[src/rtl/tlb_pkg.sv]
package tlb_pkg;
  typedef enum logic [1:0] {
    PG_4K = 2'd0,
    PG_2M = 2'd1,
    PG_4M = 2'd2,
    PG_NA = 2'd3
  } pg_size_e;
endpackage

[src/rtl/tlb_victim.sv]
module tlb_victim #(
  parameter int ENTRIES = 16,
  localparam int IDX_W = $clog2(ENTRIES)
) (
  input  logic               clk_i,
  input  logic               rst_ni,
  input  logic [ENTRIES-1:0] valid_i,
  input  logic               take_i,
  output logic [IDX_W-1:0]   idx_o
);
  logic [IDX_W-1:0] ptr_q, first;
  logic             free;

  always_comb begin
    free  = 1'b0;
    first = '0;
    for (int e = ENTRIES - 1; e >= 0; e--) begin
      if (!valid_i[e]) begin
        free  = 1'b1;
        first = IDX_W'(e);
      end
    end
  end

  assign idx_o = free ? first : ptr_q;

  // pointer moves only when a valid entry is displaced
  always_ff @(posedge clk_i or negedge rst_ni) begin
    if (!rst_ni) ptr_q <= '0;
    else if (take_i && !free)
      ptr_q <= (ptr_q == IDX_W'(ENTRIES - 1)) ? '0 : ptr_q + 1'b1;
  end
endmodule

[src/rtl/tlb_section.sv]
module tlb_section #(
  parameter int ENTRIES = 16,
  parameter int COPIES  = 2,
  parameter int VA_W    = 32,
  parameter int PA_W    = 32,
  parameter bit LARGE   = 1'b0,
  localparam int IDX_W = $clog2(ENTRIES)
) (
  input  logic                        clk_i,
  input  logic                        rst_ni,
  input  logic                        wr_en_i,
  input  logic [IDX_W-1:0]            wr_idx_i,
  input  logic [VA_W-13:0]            wr_vpn_i,
  input  logic [PA_W-13:0]            wr_ppn_i,
  input  logic                        wr_big_i,
  input  logic                        fl_en_i,
  input  logic                        fl_all_i,
  input  logic [VA_W-1:0]             fl_lo_i,
  input  logic [VA_W-1:0]             fl_hi_i,
  input  logic [COPIES-1:0][VA_W-1:0] lk_va_i,
  output logic [COPIES-1:0]           hit_o,
  output logic [COPIES-1:0][PA_W-1:0] pa_o,
  output logic [COPIES-1:0]           big_o,
  output logic [ENTRIES-1:0]          valid_o
);
  localparam int VPN_W = VA_W - 12;
  localparam int PPN_W = PA_W - 12;

  function automatic logic [VPN_W-1:0] vmask(input logic big);
    if (!LARGE)  return '1;
    else if (big) return {VPN_W{1'b1}} << 10;
    else          return {VPN_W{1'b1}} << 9;
  endfunction

  function automatic logic [PA_W-1:0] omask(input logic big);
    if (!LARGE)  return PA_W'(12'hfff);
    else if (big) return PA_W'(22'h3f_ffff);
    else          return PA_W'(21'h1f_ffff);
  endfunction

  for (genvar c = 0; c < COPIES; c++) begin : g_copy
    logic [ENTRIES-1:0]            vld_q, big_q, in_rng;
    logic [ENTRIES-1:0][VPN_W-1:0] vpn_q;
    logic [ENTRIES-1:0][PPN_W-1:0] ppn_q;
    logic                          hit;
    logic [IDX_W-1:0]              sel;

    always_comb begin
      for (int e = 0; e < ENTRIES; e++) begin
        logic [VA_W-1:0] base;
        base      = {vpn_q[e] & vmask(big_q[e]), 12'h000};
        in_rng[e] = (base >= fl_lo_i) && (base <= fl_hi_i);
      end
    end

    // flush acts on old entries, the fill lands afterwards
    always_ff @(posedge clk_i or negedge rst_ni) begin
      if (!rst_ni) begin
        vld_q <= '0;
        big_q <= '0;
        vpn_q <= '0;
        ppn_q <= '0;
      end else begin
        for (int e = 0; e < ENTRIES; e++)
          if (fl_en_i && (fl_all_i || in_rng[e])) vld_q[e] <= 1'b0;
        if (wr_en_i) begin
          vld_q[wr_idx_i] <= 1'b1;
          big_q[wr_idx_i] <= wr_big_i;
          vpn_q[wr_idx_i] <= wr_vpn_i;
          ppn_q[wr_idx_i] <= wr_ppn_i;
        end
      end
    end

    // lowest index wins if software left duplicates
    always_comb begin
      hit = 1'b0;
      sel = '0;
      for (int e = ENTRIES - 1; e >= 0; e--) begin
        if (vld_q[e] && (((lk_va_i[c][VA_W-1:12] ^ vpn_q[e]) & vmask(big_q[e])) == '0)) begin
          hit = 1'b1;
          sel = IDX_W'(e);
        end
      end
    end

    assign hit_o[c] = hit;
    assign big_o[c] = hit & big_q[sel];
    assign pa_o[c]  = ({ppn_q[sel], 12'h000} & ~omask(big_q[sel])) |
                      (PA_W'(lk_va_i[c]) & omask(big_q[sel]));
  end

  assign valid_o = g_copy[0].vld_q;
endmodule

[src/rtl/split_tlb.sv]
module split_tlb
  import tlb_pkg::*;
#(
  parameter int NUM_PORTS     = 2,
  parameter int VA_W          = 32,
  parameter int PA_W          = 32,
  parameter int SMALL_ENTRIES = 16,
  parameter int LARGE_ENTRIES = 8
) (
  input  logic                           clk_i,
  input  logic                           rst_ni,
  input  logic [NUM_PORTS-1:0]           lk_vld_i,
  input  logic [NUM_PORTS-1:0][VA_W-1:0] lk_va_i,
  output logic [NUM_PORTS-1:0]           rsp_vld_o,
  output logic [NUM_PORTS-1:0]           rsp_hit_o,
  output logic [NUM_PORTS-1:0][PA_W-1:0] rsp_pa_o,
  output logic [NUM_PORTS-1:0][1:0]      rsp_size_o,
  output logic [NUM_PORTS-1:0]           rsp_err_o,
  input  logic                           fill_i,
  input  logic [VA_W-13:0]               fill_vpn_i,
  input  logic [PA_W-13:0]               fill_ppn_i,
  input  logic [1:0]                     fill_size_i,
  input  logic                           flush_i,
  input  logic                           flush_all_i,
  input  logic [VA_W-1:0]                flush_lo_i,
  input  logic [VA_W-1:0]                flush_hi_i
);
  localparam int SI_W = $clog2(SMALL_ENTRIES);
  localparam int LI_W = $clog2(LARGE_ENTRIES);

  logic wr_s, wr_l, wr_4m;
  logic [SMALL_ENTRIES-1:0] vld_s;
  logic [LARGE_ENTRIES-1:0] vld_l;
  logic [SI_W-1:0] idx_s;
  logic [LI_W-1:0] idx_l;
  logic [NUM_PORTS-1:0] hit_s, hit_l, big_l, unused_big_s;
  logic [NUM_PORTS-1:0][PA_W-1:0] pa_s, pa_l;

  assign wr_s  = fill_i && (fill_size_i == PG_4K);
  assign wr_l  = fill_i && ((fill_size_i == PG_2M) || (fill_size_i == PG_4M));
  assign wr_4m = (fill_size_i == PG_4M);

  tlb_victim #(.ENTRIES(SMALL_ENTRIES)) i_vic_s (
    .clk_i, .rst_ni, .valid_i(vld_s), .take_i(wr_s), .idx_o(idx_s));
  tlb_victim #(.ENTRIES(LARGE_ENTRIES)) i_vic_l (
    .clk_i, .rst_ni, .valid_i(vld_l), .take_i(wr_l), .idx_o(idx_l));

  tlb_section #(
    .ENTRIES(SMALL_ENTRIES), .COPIES(NUM_PORTS), .VA_W(VA_W), .PA_W(PA_W), .LARGE(1'b0)
  ) i_sec_s (
    .clk_i, .rst_ni,
    .wr_en_i(wr_s), .wr_idx_i(idx_s), .wr_vpn_i(fill_vpn_i), .wr_ppn_i(fill_ppn_i),
    .wr_big_i(1'b0),
    .fl_en_i(flush_i), .fl_all_i(flush_all_i), .fl_lo_i(flush_lo_i), .fl_hi_i(flush_hi_i),
    .lk_va_i, .hit_o(hit_s), .pa_o(pa_s), .big_o(unused_big_s), .valid_o(vld_s));

  tlb_section #(
    .ENTRIES(LARGE_ENTRIES), .COPIES(NUM_PORTS), .VA_W(VA_W), .PA_W(PA_W), .LARGE(1'b1)
  ) i_sec_l (
    .clk_i, .rst_ni,
    .wr_en_i(wr_l), .wr_idx_i(idx_l), .wr_vpn_i(fill_vpn_i), .wr_ppn_i(fill_ppn_i),
    .wr_big_i(wr_4m),
    .fl_en_i(flush_i), .fl_all_i(flush_all_i), .fl_lo_i(flush_lo_i), .fl_hi_i(flush_hi_i),
    .lk_va_i, .hit_o(hit_l), .pa_o(pa_l), .big_o(big_l), .valid_o(vld_l));

  for (genvar p = 0; p < NUM_PORTS; p++) begin : g_rsp
    always_ff @(posedge clk_i or negedge rst_ni) begin
      if (!rst_ni) begin
        rsp_vld_o[p]  <= 1'b0;
        rsp_hit_o[p]  <= 1'b0;
        rsp_err_o[p]  <= 1'b0;
        rsp_pa_o[p]   <= '0;
        rsp_size_o[p] <= PG_4K;
      end else begin
        rsp_vld_o[p] <= lk_vld_i[p];
        rsp_hit_o[p] <= lk_vld_i[p] && (hit_s[p] || hit_l[p]);
        rsp_err_o[p] <= lk_vld_i[p] && hit_s[p] && hit_l[p];
        if (lk_vld_i[p] && hit_l[p]) begin
          rsp_pa_o[p]   <= pa_l[p];
          rsp_size_o[p] <= big_l[p] ? PG_4M : PG_2M;
        end else if (lk_vld_i[p] && hit_s[p]) begin
          rsp_pa_o[p]   <= pa_s[p];
          rsp_size_o[p] <= PG_4K;
        end else begin
          rsp_pa_o[p]   <= '0;
          rsp_size_o[p] <= PG_4K;
        end
      end
    end
  end
endmodule

[config.mk]
export PLATFORM = sky130hd
export DESIGN_NAME = split_tlb
export DESIGN_NICKNAME = d
export VERILOG_FILES = /design/src/rtl/tlb_pkg.sv /design/src/rtl/tlb_victim.sv /design/src/rtl/tlb_section.sv /design/src/rtl/split_tlb.sv
export SDC_FILE = /design/constraint.sdc
export NUM_CORES = 2
export LEC_CHECK = 0
export ABC_CLOCK_PERIOD_IN_PS = 8600
export BUFFER_PORTS_ARGS = -buffer_cell sky130_fd_sc_hd__buf_4
export CAP_MARGIN = 20
export CORE_MARGIN = 2
export CORE_UTILIZATION = 30
export DETAILED_ROUTE_END_ITERATION = 8
export GPL_ROUTABILITY_DRIVEN = 0
export HOLD_SLACK_MARGIN = 0.12
export PLACE_DENSITY = 0.56
export SLEW_MARGIN = 20
export SYNTH_ARGS = -nofsm -noshare
export SYNTH_HDL_FRONTEND = slang
export SYNTH_SLANG_ARGS = --single-unit
[constraint.sdc]
create_clock -name clk_i -period 8.6 [get_ports clk_i]
set_input_delay 1.29 -clock clk_i [delete_from_list [all_inputs] [get_ports clk_i]]
set_output_delay 1.29 -clock clk_i [all_outputs]
set_load 0.05 [all_outputs]
==> results_dict.tcl <==
set metrics [dict create \
    fin_crit_sh_pct 65.6 \
    cp-end-kind "flop" \
    switching_share_pct 33.2 \
    cts.clk_slew.worst_paths_ps 70 \
    ys_async_sr_fraction_pct 100 \
    power_frac_comb_pct 23.9 \
    max_freq_mhz 177 \
    core_area_um2 238000 \
    synth_edf_count 0 \
    final_cells 10100 \
    power_density_nw_per_um2 174 \
    die_y_um 493 \
    cp_max_fo 32 \
    io_pins 251 \
    hold_class "primary input to async pin" \
    initial_core_util_pct 30.2 \
    skew_ps 40.6 \
    cts_buffers 105 \
    clockPowerShare_pct 36.2 \
    cts_num_sinks 953 \
    synth_compound_area_share_pct 10.1 \
    synth_xor_area_share_pct 9.99 \
    grt_pass1_vias 58600 \
    p_int_w 0.00942 \
    relSlewSlack_pct 17.8 \
    dp_cells 9872 \
    htree_levels 3 \
    clk-insertion-delay-late_ps 790 \
    die_w_um 493 \
    critPathRequiredTime_ps 9230 \
    syn2layout_area_growth_pct 12.8 \
    synth-main-ff-cell "dfrtp_1" \
    synth_cell_types 80 \
    layout_commonest_cell "dfrtp_1" \
    critPathArrivalTime_ps 6280 \
    synth_top_family_by_area "multiplexers" \
    synth-seq-cells 953 \
    avgSynthCellArea_um2 10.7 \
    post_cts_resized 0 \
    nets 7810 \
    grt_pass1_wl_um 439000 \
    antenna_found_initial 39 \
    status "finished, final reports clean" \
    layout_common_cells "dfrtp_1 (953), mux2_2 (927), ha_1 (821)" \
    cts_tree "done" \
    vias 60100 \
    hpwl_um 197000 \
    grt_use_total_pct 24.9 \
    antenna_left 0 \
    p_switching_w 0.00467 \
    p_leak_nw 39.0 \
    muxShareOfSynthArea_pct 18.9 \
    netlist_area_um2 71700 \
    synthAdderAreaFrac_pct 14.3 \
    fin_crit_ps 5640 \
    post_cts_buffers 0 \
    root_buffer "clkbuf_16" \
    slew_viol_final 0 \
    postCtsHoldBufs 0 \
    syn_nets 7703 \
    netlist_instances 6705 \
    drc 0 \
    die_area_um2 243000 \
    finalSetupViolCount 0 \
    finalHoldViolations 0 \
    drive_gt1_share_pct 22.8 \
    fill_cells 23600 \
    grt_max_degree 154 \
    worst_pin_slew_ps 1230 \
    p_seq_share_pct 39.9 \
    max_cap_violations 0 \
    totalWireLength_um 311000 \
    viasPerCell 5.96 \
    worstSetupStartpointType "primary input" \
    path_class "primary input to flop" \
    wire_per_inst_um 30.9 \
    synthSimpleGateAreaFrac_pct 10.6 \
    final.setup.tns_ps 0 \
    hold_slack_ps 429 \
    overflow 0 \
    drtIter0Drc 7346 \
    io_buffers 250 \
    cts_buffer_depth 3 \
    ys_seq_area_share_pct 33.3 \
    num_rows 179 \
    firstDrtPassIters 6 \
    yosys_warnings 0 \
    rsz0062_at_grt "false" \
    vdd_drop_max_mv 0.209 \
]
-- routing by layer --
layer,track usage [%],wire (um),vias to the layer above
li1,-,-,25200
met1,32.5,124000,30100
met2,36.8,130000,3661
met3,6.64,34800,1102
met4,14.9,22000,28
met5,0,170,-
-- synth_stat cells (120+ instances only) --
master	instances	share of area (%)
dfrtp_1	953	33
ha_1	821	14
mux2_2	927	15
clkbuf_1	188	0.98
mux2i_1	273	3.8
o21ai_0	181	1.3
a21o_1	216	2.3
nor2_1	152	0.80
nor2b_1	146	1.3
nand4_1	328	2.9
nor4_1	120	1.0
nand3_1	130	0.91
xor2_1	173	2.1
a21oi_1	294	2.1
xnor2_1	644	7.9
nand2_1	204	1.1
-- power by group through the flow --
stage               Sequential, W  Clock (W)  Combinational [W]
global placement          0.00566          0            0.00317
CTS                       0.00559    0.00517            0.00329
floorplan                 0.00543          0            0.00228
finish                    0.00562    0.00510            0.00337
detailed placement        0.00568          0            0.00328
global route              0.00567    0.00534            0.00366
-- state kept, by name, summed over array words and instances, names as in the netlist, 3 cells and up --
name and count:
i_sec_l.g_copy.big_q 8, i_sec_l.g_copy.ppn_q 88, i_sec_l.g_copy.vld_q 8, i_sec_l.g_copy.vpn_q 88, i_sec_l.valid_o 8, i_sec_s.g_copy.$9.$2.base 20, i_sec_s.g_copy.ppn_q 320, i_sec_s.g_copy.vld_q 16
i_sec_s.g_copy.vpn_q 300, i_sec_s.valid_o 16, i_vic_l.ptr_q 3, i_vic_s.ptr_q 4, rsp_pa_o 64, rsp_size_o 4
-- worst paths after layout --
check,startpoint,slack [ps],endpoint,cells after the start
worst max-delay path,lk_va_i[56],2960,rsp_pa_o[50]$_DFF_PN0_,14
worst min-delay path,rst_ni,430,i_sec_l.g_copy[0].ppn_q[116]$_DFFE_PN0P_,1
worst max register to register,i_sec_s.g_copy[1].vpn_q[272]$_DFFE_PN0P_,3640,rsp_pa_o[50]$_DFF_PN0_,13
worst min register to register,i_sec_l.g_copy[1].vld_q[1]$_DFF_PN0_,490,i_sec_l.g_copy[1].vld_q[1]$_DFF_PN0_,1
max in group asynchronous,rst_ni,6230,i_sec_s.g_copy[1].vpn_q[8]$_DFFE_PN0P_,3
min in group clk_i,i_sec_l.g_copy[1].vld_q[1]$_DFF_PN0_,490,i_sec_l.g_copy[1].vld_q[1]$_DFF_PN0_,1
-- area by class of cell --
class                           instances  area, um2  share of cell area (%)
Antenna cell                           14       35.0                  0.0433
Inverter                               80        300                   0.371
Timing Repair Buffer                  361       2840                    3.51
Sequential cell                       953      23800                    29.5
Multi-Input combinational cell       5311      46000                    56.9
Tap cell                             3167       3960                    4.90
Clock inverter                         64        917                    1.13
Clock buffer                          133       2930                    3.63
-- cell families after synthesis --
family,Yosys count
XOR/XNOR,817
buffers and inverters,441
AND/OR/NAND/NOR,1372
adder cells (fa/ha/maj),821
multiplexers,1216
flip-flops,953
AO/OA/AOI/OAI,1085
-- through the flow --
| stage | area (um2) | power [W] | utilization (%) | worst slack, ps |
|---|---|---|---|---|
| 3_3_place_gp | 76900 | 0.00883 | 32.4 | 2150 |
| 6_report | 80800 | 0.0141 | 34.0 | 2960 |
| 4_1_cts | 80800 | 0.0141 | 34.0 | 3200 |
| 3_5_place_dp | 76900 | 0.00895 | 32.4 | 2370 |
| 5_1_grt | 80800 | 0.0147 | 34.0 | 2880 |
| 2_1_floorplan | 71700 | 0.00772 | - | 3980 |
-- worst max-delay path, stage by stage --
cell and delay, ps:
buf_4 620, xnor2_1 220, nand4_1 130, nor4_1 330, and4_1 410, a211oi_1 80, o211ai_1 470, a21boi_0 260
o21ai_4 790, buf_4 520, mux2i_1 140, mux2_2 330, a22oi_1 450, nand2_1 100
(Power assumes the default switching activity.)
